[config.mk]
export PLATFORM = sky130hd
export DESIGN_NAME = phy_bringup_seq
export DESIGN_NICKNAME = d
export VERILOG_FILES = /design/src/rtl/phy_bup_pkg.sv /design/src/rtl/bup_rom.sv /design/src/rtl/bup_lane_mux.sv /design/src/rtl/bup_timer.sv /design/src/rtl/phy_bringup_seq.sv
export SDC_FILE = /design/constraint.sdc
export NUM_CORES = 1
export LEC_CHECK = 0
export BUFFER_PORTS_ARGS = -buffer_cell sky130_fd_sc_hd__buf_2
export CAP_MARGIN = 5
export CORE_AREA = 2 2 91 93
export CTS_BUF_LIST = sky130_fd_sc_hd__clkbuf_2
export DETAILED_ROUTE_END_ITERATION = 10
export DIE_AREA = 0 0 93 95
export PLACE_DENSITY = 0.59
export SLEW_MARGIN = 30
export SYNTH_ARGS = -nofsm -noshare
export SYNTH_HDL_FRONTEND = slang
export SYNTH_SLANG_ARGS = --single-unit
[constraint.sdc]
create_clock -name clk -period 5.78 [get_ports clk]
set_input_delay 0.578 -clock clk [delete_from_list [all_inputs] [get_ports clk]]
set_output_delay 0.578 -clock clk [all_outputs]
set_load 0.02 [all_outputs]
[src/rtl/phy_bup_pkg.sv]
// Package: shared widths, sequencer states and the table entry type.
// Assumes a 12-bit register address space and 8-bit register data.
package phy_bup_pkg;
    parameter int ADDR_W = 12;
    parameter int DATA_W = 8;
    parameter int DLY_W  = 4;

    typedef struct packed {
        logic [ADDR_W-1:0] addr;
        logic [DATA_W-1:0] data;
        logic [DLY_W-1:0]  dly_us;
    } tbl_entry_t;

    typedef enum logic [4:0] {
        S_IDLE, S_LFPS, S_PWR, S_PMA, S_PCS, S_TWR, S_TWAIT, S_MUX, S_INIT,
        S_SETTLE, S_CMN, S_PRD, S_PWT, S_PCHK, S_GAP, S_FA, S_FB, S_DONE
    } seq_state_t;
endpackage

[src/rtl/bup_rom.sv]
// Module: configuration table, generated from a closed formula per index.
// Assumes DEPTH >= 2 so the index has at least one bit.
module bup_rom
    import phy_bup_pkg::*;
#(
    parameter int              DEPTH = 8,
    parameter logic [ADDR_W-1:0] BASE = 12'h100,
    localparam int             IW    = $clog2(DEPTH)
) (
    input  logic [IW-1:0] idx,
    output tbl_entry_t    ent
);
    tbl_entry_t tbl [DEPTH];

    // one constant entry per index
    for (genvar g = 0; g < DEPTH; g++) begin : g_ent
        localparam logic [ADDR_W-1:0] A = BASE + ADDR_W'(4 * g);
        localparam logic [DATA_W-1:0] D = DATA_W'((37 * g + 5) % 256);
        localparam logic [DLY_W-1:0]  W = (g % 3 == 1) ? DLY_W'((g % 4) + 1) : '0;
        assign tbl[g] = '{addr: A, data: D, dly_us: W};
    end

    assign ent = tbl[idx];
endmodule

[src/rtl/bup_lane_mux.sv]
// Module: derives the per-lane DP/USB selection from mode and orientation.
// Assumes bit n of the result = 1 places DisplayPort on lane n.
module bup_lane_mux (
    input  logic       usb,
    input  logic       dp,
    input  logic       flip,
    output logic [3:0] mux
);
    // pick the lane pattern for the current mode pair
    always_comb begin
        if (usb && dp)  mux = flip ? 4'b0011 : 4'b1100;
        else if (dp)    mux = 4'b1111;
        else            mux = 4'b0000;
    end
endmodule

[src/rtl/bup_timer.sv]
// Module: down-counter used for table delays, settle time and poll gaps.
// Assumes load has priority; busy stays high while the count is non-zero.
module bup_timer #(
    parameter int W = 8
) (
    input  logic         clk,
    input  logic         rst_n,
    input  logic         load,
    input  logic [W-1:0] load_val,
    output logic         busy
);
    logic [W-1:0] cnt;

    // load or count down to zero
    always_ff @(posedge clk) begin
        if (!rst_n)          cnt <= '0;
        else if (load)       cnt <= load_val;
        else if (cnt != '0)  cnt <= cnt - 1'b1;
    end

    assign busy = (cnt != '0);


    timer_step_chk: assert property (@(posedge clk) disable iff (!rst_n)
        (!load && busy) |=> (cnt == $past(cnt) - 1'b1));
endmodule

[src/rtl/phy_bringup_seq.sv]
// Module: combo PHY bring-up sequencer (top).
// Drives the reset holds and power, plays the table, sets the lane mux,
// frees the core resets by mode and polls PLL / clock-recovery lock.
// Assumes read data is valid the cycle after rd_en and that the modes are
// stable at the start pulse (they are latched there).
module phy_bringup_seq
    import phy_bup_pkg::*;
#(
    parameter int              TBL_DEPTH  = 8,
    parameter int              CYC_PER_US = 8,
    parameter int              POLL_GAP   = 4,
    parameter int              POLL_MAX   = 6,
    parameter logic [11:0]     TBL_BASE   = 12'h100,
    parameter logic [11:0]     MUX_ADDR   = 12'h288,
    parameter logic [11:0]     DPRST_ADDR = 12'h28C,
    parameter logic [11:0]     PLL_ADDR   = 12'h0F0,
    parameter logic [11:0]     CDR0_ADDR  = 12'h8F0,
    parameter logic [11:0]     CDR2_ADDR  = 12'h9F0,
    parameter logic [7:0]      PLL_MASK   = 8'h03,
    parameter logic [7:0]      CDR_MASK   = 8'h01
) (
    input  logic        clk,
    input  logic        rst_n,
    input  logic        start,
    input  logic        mode_usb,
    input  logic        mode_dp,
    input  logic        flip,
    output logic        lfps_en,
    output logic        pwr_en,
    output logic        hold_pma_bus,
    output logic        hold_pcs_bus,
    output logic        hold_init,
    output logic        hold_cmn,
    output logic        hold_lane,
    output logic        wr_en,
    output logic [11:0] wr_addr,
    output logic [7:0]  wr_data,
    output logic        rd_en,
    output logic [11:0] rd_addr,
    input  logic [7:0]  rd_data,
    output logic        done,
    output logic        error,
    output logic        cdr_late
);
    localparam int IW         = $clog2(TBL_DEPTH);
    localparam int SETTLE_CYC = CYC_PER_US;
    localparam int DLY_MAX    = ((1 << DLY_W) - 1) * CYC_PER_US;
    localparam int TMAX_A     = (DLY_MAX > SETTLE_CYC) ? DLY_MAX : SETTLE_CYC;
    localparam int TMAX       = (TMAX_A > POLL_GAP) ? TMAX_A : POLL_GAP;
    localparam int TW         = $clog2(TMAX + 1);
    localparam int ATW        = $clog2(POLL_MAX + 1);

    seq_state_t       st;
    logic [IW-1:0]    idx;
    logic [ATW-1:0]   att;
    logic             usb_q, dp_q, flip_q, phase_pll, miss_q;
    tbl_entry_t       ent;
    logic [3:0]       mux;
    logic             tmr_load, tmr_busy, poll_ok, last_try;
    logic [TW-1:0]    tmr_val;

    bup_rom #(.DEPTH(TBL_DEPTH), .BASE(TBL_BASE)) i_rom (.idx(idx), .ent(ent));

    bup_lane_mux i_mux (.usb(usb_q), .dp(dp_q), .flip(flip_q), .mux(mux));

    bup_timer #(.W(TW)) i_tmr (
        .clk(clk), .rst_n(rst_n), .load(tmr_load), .load_val(tmr_val), .busy(tmr_busy)
    );

    // evaluate the status word returned for the current poll
    always_comb begin
        poll_ok  = phase_pll ? ((rd_data & PLL_MASK) == PLL_MASK) : |(rd_data & CDR_MASK);
        last_try = (att == ATW'(POLL_MAX - 1));
    end

    // choose what the delay counter loads in each state
    always_comb begin
        tmr_load = 1'b0;
        tmr_val  = '0;
        case (st)
            S_TWR:  begin tmr_load = 1'b1; tmr_val = TW'(ent.dly_us) * TW'(CYC_PER_US); end
            S_INIT: begin tmr_load = 1'b1; tmr_val = TW'(SETTLE_CYC); end
            S_PCHK: begin tmr_load = !poll_ok && !last_try; tmr_val = TW'(POLL_GAP); end
            default: ;
        endcase
    end

    // sequence state, reset holds, bus strobes and outcome pulses
    always_ff @(posedge clk) begin
        if (!rst_n) begin
            st <= S_IDLE; idx <= '0; att <= '0;
            usb_q <= 1'b0; dp_q <= 1'b0; flip_q <= 1'b0; phase_pll <= 1'b1; miss_q <= 1'b0;
            lfps_en <= 1'b0; pwr_en <= 1'b0;
            hold_pma_bus <= 1'b1; hold_pcs_bus <= 1'b1;
            hold_init <= 1'b1; hold_cmn <= 1'b1; hold_lane <= 1'b1;
            wr_en <= 1'b0; wr_addr <= '0; wr_data <= '0;
            rd_en <= 1'b0; rd_addr <= '0;
            done <= 1'b0; error <= 1'b0; cdr_late <= 1'b0;
        end else begin
            wr_en <= 1'b0; rd_en <= 1'b0;
            done <= 1'b0; error <= 1'b0; cdr_late <= 1'b0;
            case (st)
                S_IDLE: if (start) begin
                    usb_q <= mode_usb; dp_q <= mode_dp; flip_q <= flip;
                    lfps_en <= 1'b0; pwr_en <= 1'b0;
                    hold_pma_bus <= 1'b1; hold_pcs_bus <= 1'b1;
                    hold_init <= 1'b1; hold_cmn <= 1'b1; hold_lane <= 1'b1;
                    idx <= '0; miss_q <= 1'b0;
                    st <= S_LFPS;
                end
                S_LFPS: begin lfps_en <= usb_q; st <= S_PWR; end
                S_PWR:  begin pwr_en <= 1'b1; st <= S_PMA; end
                S_PMA:  begin hold_pma_bus <= 1'b0; st <= S_PCS; end
                S_PCS:  begin hold_pcs_bus <= 1'b0; st <= S_TWR; end
                S_TWR: begin
                    wr_en <= 1'b1; wr_addr <= ent.addr; wr_data <= ent.data;
                    st <= S_TWAIT;
                end
                S_TWAIT: if (!tmr_busy) begin
                    if (idx == IW'(TBL_DEPTH - 1)) st <= S_MUX;
                    else begin idx <= idx + 1'b1; st <= S_TWR; end
                end
                S_MUX: begin
                    wr_en <= 1'b1; wr_addr <= MUX_ADDR; wr_data <= {4'b0000, mux};
                    st <= S_INIT;
                end
                S_INIT: begin
                    if (usb_q) hold_init <= 1'b0;
                    if (dp_q) begin wr_en <= 1'b1; wr_addr <= DPRST_ADDR; wr_data <= 8'h01; end
                    st <= S_SETTLE;
                end
                S_SETTLE: if (!tmr_busy) st <= S_CMN;
                S_CMN: begin
                    if (usb_q) begin hold_cmn <= 1'b0; hold_lane <= 1'b0; end
                    att <= '0; phase_pll <= 1'b1;
                    st <= usb_q ? S_PRD : S_DONE;
                end
                S_PRD: begin
                    rd_en <= 1'b1;
                    rd_addr <= phase_pll ? PLL_ADDR : (flip_q ? CDR2_ADDR : CDR0_ADDR);
                    st <= S_PWT;
                end
                S_PWT: st <= S_PCHK;
                S_PCHK: begin
                    if (poll_ok) begin
                        if (phase_pll) begin phase_pll <= 1'b0; att <= '0; st <= S_PRD; end
                        else st <= S_DONE;
                    end else if (last_try) begin
                        if (phase_pll) st <= S_FA;
                        else begin miss_q <= 1'b1; st <= S_DONE; end
                    end else begin
                        att <= att + 1'b1; st <= S_GAP;
                    end
                end
                S_GAP: if (!tmr_busy) st <= S_PRD;
                S_FA: begin hold_init <= 1'b1; hold_cmn <= 1'b1; hold_lane <= 1'b1; st <= S_FB; end
                S_FB: begin
                    hold_pma_bus <= 1'b1; hold_pcs_bus <= 1'b1; error <= 1'b1;
                    st <= S_IDLE;
                end
                S_DONE: begin done <= 1'b1; cdr_late <= miss_q; st <= S_IDLE; end
                default: st <= S_IDLE;
            endcase
        end
    end


    bus_needs_power_chk: assert property (@(posedge clk) disable iff (!rst_n)
        (!hold_pcs_bus || !hold_pma_bus) |-> pwr_en);

    core_after_bus_chk: assert property (@(posedge clk) disable iff (!rst_n)
        (!hold_cmn || !hold_lane) |-> (!hold_init && !hold_pma_bus && !hold_pcs_bus));

    core_usb_only_chk: assert property (@(posedge clk) disable iff (!rst_n)
        $fell(hold_cmn) |-> usb_q);

    dp_init_write_chk: assert property (@(posedge clk) disable iff (!rst_n)
        (wr_en && wr_addr == DPRST_ADDR) |-> dp_q);

    read_single_chk: assert property (@(posedge clk) disable iff (!rst_n)
        rd_en |=> !rd_en);

    done_pulse_chk: assert property (@(posedge clk) disable iff (!rst_n)
        (done || error) |=> (!done && !error));

    outcome_excl_chk: assert property (@(posedge clk) disable iff (!rst_n)
        !(done && error));
endmodule

### After elaboration in Yosys (flattened, before gate mapping)

Memories as Yosys holds them, arrays and structs flattened.
Cells that the tools add are included.
W data, S select, Z words.

| cells by class | value |
|---|---|
| magnitude comparators | 1 |
| bitwise logic cells | 1 |
| reduce and logical (&&, ||, !) cells | 33 |
| add/sub/neg operators | 3 |
| equality and inequality tests | 34 |
| muxes and demuxes | 55 |

Operators with widths:

| cell | number |
|---|---|
| $pmux W5 S16 | 1 |
| $mux W24 | 2 |
| $mux W5 | 9 |
| $eq A5 B4 Y1 const B | 8 |
| $pmux W12 S3 | 1 |
| $mux W12 | 2 |
| $ne A2 B2 Y1 const B | 12 |
| $pmux W8 S3 | 1 |
| $pmux W7 S3 | 1 |
| $eq A5 B3 Y1 const B | 4 |
| $mux W3 | 6 |
| $reduce_and A2 Y1 | 8 |
| $reduce_bool A3 Y1 | 5 |
| $mux W7 | 2 |
| $mux W1 | 12 |
| $mux W4 | 3 |
| $pmux W1 S2 | 6 |
| $pmux W1 S3 | 4 |
| $pmux W3 S2 | 2 |
| $reduce_bool A2 Y1 | 6 |
| $eq A5 B2 Y1 const B | 2 |
| $eq A5 B5 Y1 const B | 2 |
| $mux W9 | 1 |
| $reduce_and A3 Y1 | 3 |
| 17 further kinds | 24 |

| word-level totals | value |
|---|---|
| register bits after elaboration | 66 |
| bits of input ports | 14 |
| memories | 1 |
| logic and storage cells | 151 |
| bits in read-only memories | 192 |

Memories:

| memory | depth | width | read ports | clocked after memory_dff | wr ports | line | RTL |
|---|---|---|---|---|---|---|---|
| (no name shown) | 8 | 24 | 1 | 0 | 0 | bup_rom.sv:23 | `assign ent = tbl[idx];` |

### Logic depth before layout (Yosys ltp)

| logic depth | value |
|---|---|
| word-level depth | 6 |
| depth in mapped cells | 8 |

### Modules after synthesis

Synthesis repeated with hierarchy kept, for this count alone.

| unflattened totals | value |
|---|---|
| cells, all modules | 374 |
| area total of the unflattened synthesis | 3,095.5 um^2 |

By module, submodules not included:

| module | cells each | area an instance (um^2) | instances |
|---|---|---|---|
| phy_bringup_seq | 278 | 2,336.0 | 1 |
| bup_timer | 52 | 437.9 | 1 |
| bup_rom | 39 | 287.8 | 1 |
| bup_lane_mux | 5 | 33.8 | 1 |

### Worst setup path after synthesis

No wires, ideal clock.

| timing path | value |
|---|---|
| path type | reg2reg |
| start point | register i_tmr.cnt[0] |
| end point | register idx[0] |
| arrival time | 2.049 ns |
| data required time | 5.665 ns |
| setup time | 0.115 ns |
| path buffers | 1 |
| setup slack | 3.617 ns |
| stages on the path, launching flop included | 9 |
| cell sequence | dfxtp_1 inv_1 ha_1 or3b_4 or4_4 buf_6 nand4bb_4 and3_1 o21a_1 |

| on the way | value |
|---|---|
| cells in the longest elaborated chain, start to end | 3 |

RTL lines:

| element | line | RTL |
|---|---|---|
| from (decl) | bup_timer.sv:12 | `logic [W-1:0] cnt;` |
| from (signal assigned) | bup_timer.sv:17 | `else if (load) cnt <= load_val;` |
| from (signal assigned) | bup_timer.sv:18 | `else if (cnt != '0) cnt <= cnt - 1'b1;` |
| $reduce_bool A7 Y1 | bup_timer.sv:21 | `assign busy = (cnt != '0);` |
| $ne A2 B2 Y1 (no source line) | n/a |  |
| $reduce_and A4 Y1 (no source line) | n/a |  |
| to (signal assigned) | phy_bringup_seq.sv:91 | `st <= S_IDLE; idx <= '0; att <= '0;` |
| to (signal assigned) | phy_bringup_seq.sv:108 | `idx <= '0; miss_q <= 1'b0;` |
| to (signal assigned) | phy_bringup_seq.sv:121 | `else begin idx <= idx + 1'b1; st <= S_TWR; end` |
| to (decl) | phy_bringup_seq.sv:54 | `logic [IW-1:0] idx;` |

Every way passes these cells.
A chain may end at the register's enable or synchronous reset.

### Worst setup path after layout

| timing path | value |
|---|---|
| start point | register st[2] |
| end point | register wr_data[2] |

| on the way | value |
|---|---|
| cells in the longest elaborated chain, start to end | 3 |
| elaborated cells between the ends (all ways) | 7 |
| those cells by class | eq/ne (4); mux (1); reduce/logical (2) |

RTL lines:

| element | line | RTL |
|---|---|---|
| from (decl) | phy_bringup_seq.sv:53 | `seq_state_t st;` |
| from (signal assigned) | phy_bringup_seq.sv:136 | `st <= usb_q ? S_PRD : S_DONE;` |
| $eq A5 B4 Y1 or $eq A5 B3 Y1 (tied branches) | phy_bringup_seq.sv:102 | `case (st)` |
| $ne A2 B2 Y1 (no source line) or $reduce_bool A3 Y1 (tied branches) | n/a |  |
| $reduce_and A2 Y1 (no source line) | n/a |  |
| to (signal assigned) | phy_bringup_seq.sv:96 | `wr_en <= 1'b0; wr_addr <= '0; wr_data <= '0;` |
| to (signal assigned) | phy_bringup_seq.sv:116 | `wr_en <= 1'b1; wr_addr <= ent.addr; wr_data <= ent.data;` |
| to (signal assigned) | phy_bringup_seq.sv:124 | `wr_en <= 1'b1; wr_addr <= MUX_ADDR; wr_data <= {4'b0000, mux};` |
| to (decl) | phy_bringup_seq.sv:37 | `output logic [7:0] wr_data,` |

Parallel ways exist; a longest one is shown, timed or not.

==> out/metrics.yaml <==
outcome:
  status: "finished clean"
clocking:
  ctsLongestPathBuffers: 2
  insertion_delay_ps: 440
  cts_resized: 0
  clock_sinks: 50
  path_clk_slew_ps: 260
  tritoncts: "built"
  htreeDepth: 2
  ctsHoldBuffers: 0
  cts_buffers: 5
  cts_setup_buffers: 0
  root_buffer: "clkbuf_2"
final_layout:
  final_area_um2: 2909
  final_cell_mix: "dfxtp_1 (50), buf_2 (39), nand2_1 (33)"
  multi_input_area_um2: 1458
  fillers: 846
  drive_above_1_share_pct: 17.73
  area_growth_pct: 7.739
  nets: 367
  seq_area_um2: 1001
  antenna_cells: 0
  final_common_cell: "dfxtp_1"
route:
  first_pass_iters: 6
  vias_per_cell: 4.947
  vias: 2221
  route.antenna.remaining_nets: 0
  initialDrtViolationCount: 123
  drc: 0
  wl_per_cell_um: 12.85
  routed_wl_um: 5771
placed_design:
  dpl_cell_area_um2: 2841
  dp_hpwl_um: 4157
  gp_congestion: 0.7985
  port_buffers: 39
synthesis:
  synth_top_cell_area_share_pct: 37.07
  synth_xor_area_share_pct: 1.622
  async_reset_ff_share_pct: 0
  synth_seq_area_share_pct: 37.07
  yosys.area_share.adder_pct: 4.634
  synth-compound-area-share_pct: 19.83
  syn_area_um2: 2700
  yosysWarnings: 0
  yosys-top-cells-area: "dfxtp_1 (37%), buf_4 (5.3%), ha_1 (4.6%)"
  synth_top_family_by_area: "simple AND/OR/NAND/NOR gates"
  synth_cells: 319
  synth_top_area_cell: "dfxtp_1"
  netlist-cell-type-count: 52
  synth.avg_cell_area_um2: 8.464
  yosys.area_share.simple_pct: 23.96
  synth_flop_cell: "dfxtp_1"
  synth_edf_count: 0
  synth_seq_cells: 50
  synth.area.mux_share_pct: 2.271
timing:
  fin_crit_sh_pct: 40.19
  final.setup.tns_ps: 0
  fin_skew_ps: 19.94
  rsz0062_at_grt: "no"
  slew_viol_final: 0
  timing.fmax_ghz: 0.4304
  finalCriticalPeriod_ps: 2323
  slew_headroom_pct: 46.63
  worst_slew_pin_slew_ps: 799.5
  hold_viol: 0
  setup_viol: 0
setup_path:
  worstSetupStartpointType: "register"
  end_kind: "register"
  critPathArrivalTime_ps: 2700
  required_ps: 6160
  reg2reg_setup_slack_ps: 3460
  ff2ff_path_depth: 5
  timing.rr.end: "wr_data[2]$_SDFFE_PN0P_"
  rr_startpoint: "st[2]$_SDFFE_PN0P_"
  setup.worst_path.class: "register to register"
  cp_max_fo: 18
global_route:
  overflow: 0
  grt_max_degree: 46
  grt_pass1_wl_um: 10090
  antenna_found_initial: 0
  grt_pass1_vias: 2062
  globalRouteTotalUtil_pct: 14.23
run:
  drv_cap: 0
floorplan:
  dieArea_um2: 8835
  core_um2: 7928
  std_cell_rows: 33
  io_pins: 58
  die_y_um: 95
  start_util_pct: 34.06
  chipWidth_um: 93
min_path:
  hold_class: "primary input to register"
  whs_endpoint: "usb_q$_SDFFE_PN0P_"
  hp-start: "mode_usb"
  min_path_cells: 3
power_and_ir_drop:
  p_leak_nw: 1.215
  peakVddDrop_uv: 131.8
  p_per_area_nw_per_um2: 259.4
==> metal layers <==
| metal | share of wire, % | track usage (%) | up-vias |
|---|---|---|---|
| li1 | - | - | 1142 |
| met2 | 47 | 23.13 | 49 |
| met1 | 49 | 19.54 | 1026 |
| met3 | 3.4 | 2.554 | 4 |
| met5 | 0 | 0 | - |
| met4 | 0.83 | 3.676 | 0 |
==> power breakdown <==
part           internal (W)  total, W  switching [W]  leakage [nW]
Sequential         0.000366  0.000392      0.0000258         0.405
Clock             0.0000747  0.000188       0.000113        0.0392
Combinational     0.0000782  0.000175      0.0000970         0.770
==> Yosys cell counts, types with 7 or more instances <==
cell type   n
a21oi_1    13
buf_4      19
dfxtp_1    50
nand3_1     7
clkbuf_1   10
ha_1       10
inv_1      12
nor2b_1    13
nor2_1     30
o21a_1      9
nand2_1    33
o21ai_0    16
==> layout make-up <==
| type | instances | area share [%] |
|---|---|---|
| multi-input combinational | 233 | 50.11 |
| clock buffer | 6 | 1.032 |
| clock inverter | 2 | 1.290 |
| sequential | 50 | 34.41 |
| tap | 105 | 4.516 |
| inverter | 13 | 1.677 |
| timing repair buffer | 40 | 6.968 |
==> registers in the layout, summed over array words and instances (netlist names), 3 cells and up <==
register	flops
wr_data	8
i_tmr.cnt	7
st	5
wr_addr	5
att	3
idx	3
rd_addr	3
==> logic make-up after synthesis <==
logic type                 Yosys count
buffers and inverters               47
DFF                                 50
other                                1
AOI/OAI and AO/OA                   76
adders and majority gates           10
muxes                                6
xor gates and xnor gates             5
and+or+nand+nor                    124
==> worst max-delay path by stage <==
| stage | startpoint | endpoint | slack, ps | cells past startpoint |
|---|---|---|---|---|
| 6_report | st[2]$_SDFFE_PN0P_ | wr_data[2]$_SDFFE_PN0P_ | 3460 | 5 |
| 3_3_place_gp | st[1]$_SDFFE_PN0P_ | wr_data[3]$_SDFFE_PN0P_ | 3480 | 5 |
| 5_1_grt | st[1]$_SDFFE_PN0P_ | wr_data[3]$_SDFFE_PN0P_ | 3190 | 5 |
| 4_1_cts | st[1]$_SDFFE_PN0P_ | wr_data[2]$_SDFFE_PN0P_ | 3450 | 5 |
| 3_5_place_dp | st[1]$_SDFFE_PN0P_ | wr_data[2]$_SDFFE_PN0P_ | 3470 | 5 |
| 2_1_floorplan | i_tmr.cnt[0]$_SDFFE_PN0P_ | idx[0]$_SDFFE_PN0P_ | 3620 | 8 |
==> worst max-delay path, stage by stage (launching register included) <==
cell,delay [ps]
dfxtp_1,720
nor2b_1,390
nand2_1,120
a21oi_1,570
nand2_1,180
o221a_2,280
==> per-stage QoR <==
step                hold WS [ps]  util (%)  cells  setup slack, ps   power, W
floorplan                  423.1         -    330             3617  0.0005540
global placement           440.6     35.84    441             3483  0.0005692
detailed placement         451.1     35.84    441             3473  0.0005734
CTS                        353.4     36.70    449             3449  0.0007647
global route               332.0     36.70    449             3189  0.0008038
finish                     379.4     36.70    449             3457  0.0007546
Power figures use the tool's default switching activity.
